[src/rtl/rws_pkg.sv]
package rws_pkg;
  // Port organisations selected by port_mode.
  typedef enum logic [1:0] {
    RWS_PORT_N8  = 2'b00,
    RWS_PORT_N16 = 2'b01,
    RWS_PORT_ILV = 2'b10,
    RWS_PORT_IL2 = 2'b11
  } rws_port_e;

  function automatic logic rws_is_ilv(input logic [1:0] m);
    return m[1];
  endfunction
endpackage

[src/rtl/rws_wait_calc.sv]
module rws_wait_calc #(
  parameter int WW = 4,
  parameter int PW = 3
) (
  input  logic          ilv,
  input  logic          burst,
  input  logic [PW-1:0] pos,
  input  logic [WW-1:0] w,
  input  logic          s,
  output logic [WW-1:0] wait_o
);
  localparam int DW = WW + 2;  // room for a negative difference

  logic signed [DW-1:0] diff;
  logic signed [DW-1:0] floor_v;

  always_comb begin
    diff    = $signed({2'b00, w}) - $signed({{(DW-1){1'b0}}, s})
              - $signed({{(DW-1){1'b0}}, 1'b1});
    floor_v = burst ? $signed({{(DW-1){1'b0}}, 1'b1})
                    : $signed({{(DW-1){1'b0}}, s});
    if (!ilv || pos == '0)
      wait_o = w;
    else if (pos[0])
      wait_o = {{(WW-1){1'b0}}, s};
    else if (diff < floor_v)
      wait_o = floor_v[WW-1:0];
    else
      wait_o = diff[WW-1:0];
  end
endmodule

[src/rtl/rws_beat_timer.sv]
module rws_beat_timer #(
  parameter int WW = 4
) (
  input  logic          clk,
  input  logic          rst,
  input  logic          start,
  input  logic          start_dec,
  input  logic [WW-1:0] start_wait,
  output logic          decode_o,
  output logic          done_o,
  output logic [WW-1:0] wait_o
);
  localparam int CW = WW + 1;

  logic [CW-1:0] rem_q;
  logic [CW-1:0] load_v;

  assign load_v = CW'(start_wait) + CW'(start_dec);

  always_ff @(posedge clk) begin
    if (rst) begin
      rem_q    <= '0;
      decode_o <= 1'b0;
      done_o   <= 1'b0;
      wait_o   <= '0;
    end else if (start) begin
      rem_q    <= load_v;
      decode_o <= start_dec;
      done_o   <= (load_v == '0);
      wait_o   <= start_wait;
    end else if (rem_q != '0) begin
      rem_q    <= rem_q - CW'(1);
      decode_o <= 1'b0;
      done_o   <= (rem_q == CW'(1));
    end else begin
      decode_o <= 1'b0;
      done_o   <= 1'b0;
    end
  end
endmodule

[src/rtl/rom_wait_sequencer.sv]
module rom_wait_sequencer #(
  parameter int AW           = 16,
  parameter int WW           = 4,
  parameter int NARROW_BEATS = 16,
  parameter int WIDE_BEATS   = 8,
  parameter int ILV_GROUP    = 8
) (
  input  logic          clk,
  input  logic          rst,
  input  logic          req,
  input  logic [AW-1:0] addr,
  input  logic          is_instr,
  input  logic          cache_en,
  input  logic          cache_miss,
  input  logic          seq,
  input  logic [1:0]    port_mode,
  input  logic [WW-1:0] w_cfg,
  input  logic          s_cfg,
  output logic [WW-1:0] beat_wait,
  output logic          decode_cycle,
  output logic          beat_done,
  output logic          burst_done
);
  import rws_pkg::*;

  localparam int PW = (ILV_GROUP > 1) ? $clog2(ILV_GROUP) : 1;

  // Captured request
  logic          active_q;
  logic          burst_q;
  logic          ilv_q;
  logic [WW-1:0] w_q;
  logic          s_q;
  logic [AW-1:0] ptr_q;   // line-relative index for fills, address for runs
  logic [AW-1:0] last_q;  // final index of a fill
  logic          burst_done_q;

  // Next-beat selection
  logic          take, adv, fin, start, last_now;
  logic          req_burst;
  logic [AW-1:0] req_last;
  logic [AW-1:0] nxt_ptr;
  logic          nxt_ilv, nxt_burst, nxt_s;
  logic [WW-1:0] nxt_w;
  logic [WW-1:0] nxt_wait;

  always_comb begin
    req_burst = is_instr & cache_en & cache_miss;
    if (rws_is_ilv(port_mode))       req_last = AW'(ILV_GROUP - 1);
    else if (port_mode == RWS_PORT_N16) req_last = AW'(WIDE_BEATS - 1);
    else                             req_last = AW'(NARROW_BEATS - 1);

    last_now = burst_q ? (ptr_q == last_q) : !seq;
    take     = !active_q & req;
    adv      = active_q & beat_done & !last_now;
    fin      = active_q & beat_done & last_now;
    start    = take | adv;

    nxt_ilv   = take ? rws_is_ilv(port_mode) : ilv_q;
    nxt_burst = take ? req_burst : burst_q;
    nxt_w     = take ? w_cfg : w_q;
    nxt_s     = take ? s_cfg : s_q;
    if (take) nxt_ptr = req_burst ? '0 : addr;
    else      nxt_ptr = ptr_q + AW'(1);
  end

  rws_wait_calc #(.WW(WW), .PW(PW)) u_calc (
    .ilv    (nxt_ilv),
    .burst  (nxt_burst),
    .pos    (nxt_ptr[PW-1:0]),
    .w      (nxt_w),
    .s      (nxt_s),
    .wait_o (nxt_wait)
  );

  rws_beat_timer #(.WW(WW)) u_timer (
    .clk        (clk),
    .rst        (rst),
    .start      (start),
    .start_dec  (take),
    .start_wait (nxt_wait),
    .decode_o   (decode_cycle),
    .done_o     (beat_done),
    .wait_o     (beat_wait)
  );

  always_ff @(posedge clk) begin
    if (rst) begin
      active_q     <= 1'b0;
      burst_q      <= 1'b0;
      ilv_q        <= 1'b0;
      w_q          <= '0;
      s_q          <= 1'b0;
      ptr_q        <= '0;
      last_q       <= '0;
      burst_done_q <= 1'b0;
    end else begin
      burst_done_q <= fin;
      if (take) begin
        active_q <= 1'b1;
        burst_q  <= req_burst;
        ilv_q    <= rws_is_ilv(port_mode);
        w_q      <= w_cfg;
        s_q      <= s_cfg;
        last_q   <= req_last;
        ptr_q    <= nxt_ptr;
      end else if (adv) begin
        ptr_q    <= nxt_ptr;
      end else if (fin) begin
        active_q <= 1'b0;
      end
    end
  end

  assign burst_done = burst_done_q;
endmodule

[config.mk]
export PLATFORM = sky130hd
export DESIGN_NAME = rom_wait_sequencer
export DESIGN_NICKNAME = d
export VERILOG_FILES = /design/src/rtl/rws_pkg.sv /design/src/rtl/rws_wait_calc.sv /design/src/rtl/rws_beat_timer.sv /design/src/rtl/rom_wait_sequencer.sv
export SDC_FILE = /design/constraint.sdc
export NUM_CORES = 1
export LEC_CHECK = 0
export ABC_AREA = 1
export BUFFER_PORTS_ARGS = -buffer_cell sky130_fd_sc_hd__buf_2
export CORE_MARGIN = 3
export CORE_UTILIZATION = 35
export DETAILED_ROUTE_END_ITERATION = 12
export MAX_ROUTING_LAYER = met4
export PLACE_DENSITY_LB_ADDON = 0.05
export SLEW_MARGIN = 20
export SYNTH_ARGS = -nofsm -noshare
export SYNTH_HDL_FRONTEND = slang
export SYNTH_SLANG_ARGS = --single-unit
[constraint.sdc]
create_clock -name clk -period 3.7 [get_ports clk]
set_clock_uncertainty 0.1 [all_clocks]
set_input_delay 0.185 -clock clk [delete_from_list [all_inputs] [get_ports clk]]
set_output_delay 0.185 -clock clk [all_outputs]
set_load 0.01 [all_outputs]
==> results of run 1 <==
[worst min-delay path: cells and delay by family]
family	cells	cell delay [ns]
AND/OR/NAND/NOR	1	0.07
AO/OA/AOI/OAI	1	0.05
buffers and inverters	1	0.07
[registers in the layout (all words and copies together), names as in the netlist]
signal            cells
burst_done            1
last_q                2
active_q              1
s_q                   1
ptr_q                16
u_timer.done_o        1
ilv_q                 1
u_timer.wait_o        4
u_timer.decode_o      1
u_timer.rem_q         5
burst_q               1
w_q                   4
[routing by layer]
metal,vias to the layer above,GRT usage
li1,1301,-
met1,1119,0.234
met2,38,0.290
met3,2,0.0328
met4,0,0.0419
met5,-,-
[through the flow]
stage | setup WS (ns) | utilization | instances | total power, mW | hold WS [ns]
2_1_floorplan | 0.249 | - | 369 | 0.848 | 0.225
3_3_place_gp | 0.267 | 0.415 | 492 | 0.958 | 0.315
3_5_place_dp | 0.148 | 0.415 | 492 | 0.958 | 0.320
4_1_cts | 0.0907 | 0.436 | 500 | 1.40 | 0.00867
5_1_grt | -0.0274 | 0.446 | 501 | 1.52 | 0.0400
6_report | 0.302 | 0.446 | 501 | 1.41 | 0.0185
[power groups by stage]
stage	registers, mW	logic [mW]	clock network [mW]
2_1_floorplan	0.507	0.341	0
3_3_place_gp	0.517	0.441	0
3_5_place_dp	0.516	0.442	0
4_1_cts	0.507	0.445	0.452
5_1_grt	0.514	0.541	0.469
6_report	0.507	0.465	0.434
[timing repair]
| action | in CTS | in global routing |
|---|---|---|
| buffers inserted | 0 | 1 |
| setup endpoints to repair | 0 | 3 |
| gates resized for setup | 0 | 12 |
| hold buffers | 0 | 0 |
[cell families after synthesis]
kind of cell | Yosys count | share of synthesized area
buf+inv | 65 | 0.106
fa+ha+maj | 9 | 0.0461
simple gates | 175 | 0.330
mux | 1 | 0.00409
flops | 38 | 0.311
xor+xnor | 5 | 0.0179
compound gates | 76 | 0.184
[path summary, 6_finish.rpt]
kind / from / to / slack [ns] / depth (start not counted)
max reg2reg: active_q / u_timer.done_o / 0.30 / 23
min reg2reg: u_timer.wait_o[3] / u_timer.wait_o[3] / 0.40 / 2
min: addr[13] / ptr_q[13] / 0.02 / 3
max: active_q / u_timer.done_o / 0.30 / 23
[final cells by class]
type | count | area [um2]
Clock buffer | 5 | 68.8
Clock inverter | 3 | 68.8
Fill cell | 696 | 3640
Inverter | 53 | 199
Multi-Input combinational cell | 266 | 1470
Sequential cell | 38 | 764
Tap cell | 93 | 116
Timing Repair Buffer | 43 | 240
[cell usage in the layout (no fill, tap or decap), drive strengths merged]
master and n:
nor3 9, nor4 2, clkbuf 5, a21oi 28
nor2 42, inv 53, o22ai 1, xnor2 2
o21bai 2, a32oi 2, o21ai 28, a22oi 1
a211oi 1, buf 43, o211ai 3, ha 9
mux2i 1, xor2 3, or2 1, nand3b 1
nand2 76, o21a 1, a32o 1, a221oi 5
nand4 6, dfxtp 38, clkinv 1, nand3 38
bufinv 2, a31oi 3
==> flow_summary.toml, run 1 <==
[critical_path]
worst_setup_path_start_kind = "flop"
critical_path.max_fanout = 23
critPathTopFamily = "simple AND/OR/NAND/NOR gates"
critical_path.slowest_cell = "sky130_fd_sc_hd__dfxtp_4"
critical-path-max-stage-delay_ns = 0.39
cell_type_with_the_highest_occurrence_count_on_the_critical_path = "sky130_fd_sc_hd__nand2_1"
crit_chain = "inv_2, nand2_4, buf_8, nand2_2, nand2_1, ha_4, ha_4, nand3_1, nor2_2, nand3_2, nand2_1, nand3_1, o211ai_1, nand2_1, nand2_1, inv_1, ha_1, ha_1, nor2_1, nand2_1, nor2_1, nand3_1, a21oi_2"
setup.worst_path.class = "reg -> reg"
worstPathArrival_ns = 3.52
req_time_crit_path_ns = 3.82
cp-end-kind = "flop"
critical_path.n_buffers_inverters = 3

[placed_design]
detailed_place_hpwl_um = 4970
numPortBuffers = 36
post_place_instance_area_mm2 = 0.00273
finalWeightedCongestion = 0.835

[finish]
final_layout_size_suffix_gt1_frac = 0.203
finalNetCount = 446
stdcell_area_mm2 = 0.00293
antenna_cells_inserted = 0
area_overhead_vs_synth_pct = 19.9

[route]
starting_drt_drc_count = 117
detail_route.wirelength.met1_um = 3250
drtPass1Iterations = 4
dr_total_vias = 2460
detail_route.drc_violations = 0
wl_met3_um = 194
route.final.wire_length_um = 6550
wl_met2_um = 3070
via_per_inst = 4.91
ant_nets = 0
routedWlPerCell_um = 13.1
top_layer = "met4"

[grt]
grt_pass1_wl_um = 10800
grt.total_usage = 0.180
grt_antenna_before_repair = 0
first_global_vias = 2298
gr_overflow_total = 0
grt_start_max_net_pins = 24

[logic_synthesis]
yosysMostFrequentCell = "sky130_fd_sc_hd__nand2_1"
ys_warn_count = 0
synth_common_cells = "sky130_fd_sc_hd__nand2_1 (70), sky130_fd_sc_hd__inv_1 (49), sky130_fd_sc_hd__dfxtp_1 (38), sky130_fd_sc_hd__nor2_1 (38), sky130_fd_sc_hd__nand3_1 (32)"
syn-cell-area_mm2 = 0.00244
synth_top_cell_by_area = "sky130_fd_sc_hd__dfxtp_1"
ys_seq_area_frac = 0.311
post_synth_main_area_contributors = "sky130_fd_sc_hd__dfxtp_1 (31%), sky130_fd_sc_hd__nand2_1 (11%), sky130_fd_sc_hd__inv_1 (7.5%)"
syn-mean-instance-area_um2 = 6.63
leading_register_cell_type_out_of_synthesis = "sky130_fd_sc_hd__dfxtp_1"
postSynth.asyncResetShare = 0
synth.ff_latch_count = 38
synth-edff-count = 0
mappedNetlistNets = 408
yosysTopAreaCellShare = 0.311
synth.lib_cells_used.distinct = 39
synthesis.instances = 369

[timing]
final.setup.tns_ns = 0
hold_viol_final = 0
setup_viol = 0
final-max-slew-violation-count = 0
min_period_over_period = 0.918
timing.max_slew.rel_slack = 0.615
finalWorstPathRequiredPeriod_ns = 3.40
fmaxAchievable_ghz = 0.294
tightest_slew_ns = 0.577

[power]
power.density_mw_per_mm2 = 480
share_seq_of_total_power = 0.361
power.ir.vdd_worst_mv = 0.335
power.combinational.fraction = 0.331
clkPwrFrac = 0.309
power_switching_share = 0.345
power.leakage_nw = 1.35
power.switching_mw = 0.485
cell_internal_pwr_mw = 0.921

[outcome]
run_status = "completed"

[run]
drv.max_cap_violation_count = 0

[clocking]
cts_num_sinks = 38
clk-insertion-delay-late_ns = 0.30
numCtsBuffers = 5
root_buffer = "sky130_fd_sc_hd__clkbuf_8"
htree_levels = 2
ctsLongestPathBuffers = 2
clock_transition_at_path_regs_ns = 0.09
cts_tree = "done"

[die]
fp.dieW_um = 89.6
dieHeight_um = 89.6
area_of_the_die_mm2 = 0.00802
placeableCoreArea_mm2 = 0.00657
floorplan.initialDensity = 0.372
top_level_ports = 37
num_rows = 29

[hold_path]
hold_path_class = "in -> reg"
(Power assumes the default switching activity.)
==> run 2: changes to the inputs <==
Settings changed: HOLD_SLACK_MARGIN set to 0.02.
==> flow_summary.toml, run 2 (synthesis gave the netlist of run 1 again) <==
[outcome]
run_status = "completed"

[timing]
final-max-slew-violation-count = 0
final.setup.tns_ns = 0
finalHoldWorstSlack_ns = 0.0375
hold_viol_final = 0
fmaxAchievable_ghz = 0.294
finalWorstPathRequiredPeriod_ns = 3.40
tightest_slew_ns = 0.577
min_period_over_period = 0.918
timing.max_slew.rel_slack = 0.615
setup_viol = 0

[power]
power_switching_share = 0.345
power.leakage_nw = 1.36
power.density_mw_per_mm2 = 478
power.switching_mw = 0.485
power.ir.vdd_worst_mv = 0.335
share_seq_of_total_power = 0.360
clkPwrFrac = 0.308
cell_internal_pwr_mw = 0.922
design_power_total_mw = 1.41
power.combinational.fraction = 0.331

[grt]
grt_start_max_net_pins = 24
grt_pass1_wl_um = 10800
first_global_vias = 2301
gr_overflow_total = 0
grt_antenna_before_repair = 0
grt.total_usage = 0.180

[finish]
largest_registers = "ptr_q (16), u_timer.rem_q (5)"
max_reg_flops = 16
fillers = 695
finish.cell_count_without_fillers = 502
area_overhead_vs_synth_pct = 20.3
layout_commonest_cell = "sky130_fd_sc_hd__nand2_1"
registers.top_by_ff_count = "ptr_q"
most_used_cells_in_the_layout_excluding_fill_and_tap_cells = "sky130_fd_sc_hd__nand2_1 (70), sky130_fd_sc_hd__inv_1 (49), sky130_fd_sc_hd__nor2_1 (37), sky130_fd_sc_hd__dfxtp_1 (37), sky130_fd_sc_hd__buf_2 (36)"
final_layout_size_suffix_gt1_frac = 0.203
antenna_cells_inserted = 0
finalNetCount = 447
finalCoreUtilization = 0.448

[placed_design]
detailed_place_hpwl_um = 4970
placed_cells_incl_taps = 492
finalWeightedCongestion = 0.835
numPortBuffers = 36

[die]
dieHeight_um = 89.6
placeableCoreArea_mm2 = 0.00657
floorplan.initialDensity = 0.372
fp.dieW_um = 89.6
area_of_the_die_mm2 = 0.00802
num_rows = 29
top_level_ports = 37

[clocking]
root_buffer = "sky130_fd_sc_hd__clkbuf_8"
ctsLongestPathBuffers = 2
clk-insertion-delay-late_ns = 0.30
cts_tree = "done"
cts_num_sinks = 38
clock_transition_at_path_regs_ns = 0.09
numCtsBuffers = 5
htree_levels = 2

[critical_path]
req_time_crit_path_ns = 3.82
worstPathArrival_ns = 3.52
cp-end-kind = "flop"
worst_setup_path_start_kind = "flop"
worstSetupStartpoint = "active_q"
critical_path.max_fanout = 23
timing.rr.start = "active_q"
setup.worst_path.class = "reg -> reg"

[hold_path]
worst_hold_startpoint = "port_mode[0]"
hold_path_class = "in -> reg"

[route]
drtPass1Iterations = 4
ant_nets = 0
via_per_inst = 4.91
dr_total_vias = 2464
route.final.wire_length_um = 6560
detail_route.drc_violations = 0
starting_drt_drc_count = 118
routedWlPerCell_um = 13.1

[run]
drv.max_cap_violation_count = 0
run 2: cell types whose count changed in the layout (fill, tap and decap cells not counted):
cell / previous run / this run
sky130_fd_sc_hd__dlygate4sd3_1: 0 / 1
run 2: through the flow:
| stage | setup WS, ns | area [um2] |
|---|---|---|
| 5_1_grt | -0.0274 | 2940 |
| 3_5_place_dp | 0.148 | 2730 |
| 2_1_floorplan | 0.249 | 2440 |
| 6_report | 0.302 | 2940 |
| 3_3_place_gp | 0.267 | 2730 |
| 4_1_cts | 0.0907 | 2870 |
run 2: layout make-up:
type | instances | area, um2 | area share
repair buffers | 44 | 250 | 0.0851
inverters | 53 | 199 | 0.0676
well taps | 93 | 116 | 0.0396
clock inverters | 3 | 68.8 | 0.0234
multi-input cells | 266 | 1470 | 0.501
clock buffers | 5 | 68.8 | 0.0234
flip-flops and latches | 38 | 764 | 0.260
run 2: path summary, 6_finish.rpt:
| path | cells after the start | slack, ns | end |
|---|---|---|---|
| worst min register to register | 2 | 0.40 | u_timer.wait_o[3] |
| worst max register to register | 23 | 0.30 | u_timer.done_o |
| worst min-delay path | 4 | 0.04 | last_q[3] |
| worst max-delay path | 23 | 0.30 | u_timer.done_o |
run 2: timing repair:
action,in CTS,in global routing
setup endpoints to repair,0,3
gates resized for setup,0,12
hold endpoints to repair,1,0
buffers inserted,0,1
hold buffers,1,0
run 2: critical path: stages (launching register included):
cell                       delay (ns)
sky130_fd_sc_hd__dfxtp_4         0.39
sky130_fd_sc_hd__inv_2           0.07
sky130_fd_sc_hd__nand2_4         0.08
sky130_fd_sc_hd__buf_8           0.19
sky130_fd_sc_hd__nand2_2         0.07
sky130_fd_sc_hd__nand2_1         0.18
sky130_fd_sc_hd__ha_4            0.25
sky130_fd_sc_hd__ha_4            0.26
sky130_fd_sc_hd__nand3_1         0.09
sky130_fd_sc_hd__nor2_2          0.12
sky130_fd_sc_hd__nand3_2         0.10
sky130_fd_sc_hd__nand2_1         0.10
sky130_fd_sc_hd__nand3_1         0.07
sky130_fd_sc_hd__o211ai_1        0.09
sky130_fd_sc_hd__nand2_1         0.07
sky130_fd_sc_hd__nand2_1         0.08
sky130_fd_sc_hd__inv_1           0.04
sky130_fd_sc_hd__ha_1            0.20
sky130_fd_sc_hd__ha_1            0.29
sky130_fd_sc_hd__nor2_1          0.10
sky130_fd_sc_hd__nand2_1         0.05
sky130_fd_sc_hd__nor2_1          0.10
sky130_fd_sc_hd__nand3_1         0.09
sky130_fd_sc_hd__a21oi_2         0.12
run 2: power by group through the flow:
stage	Sequential [mW]	Clock (mW)	Combinational [mW]
CTS	0.507	0.452	0.446
floorplan	0.507	0	0.341
finish	0.507	0.434	0.466
global placement	0.517	0	0.441
detailed placement	0.516	0	0.442
global route	0.514	0.469	0.542
run 2: per-layer routing:
| metal | vias to the layer above | track usage | wire (um) |
|---|---|---|---|
| met2 | 38 | 0.290 | 3070 |
| li1 | 1303 | - | - |
| met1 | 1121 | 0.234 | 3260 |
| met4 | 0 | 0.0419 | 34 |
| met5 | - | - | 0 |
| met3 | 2 | 0.0328 | 194 |
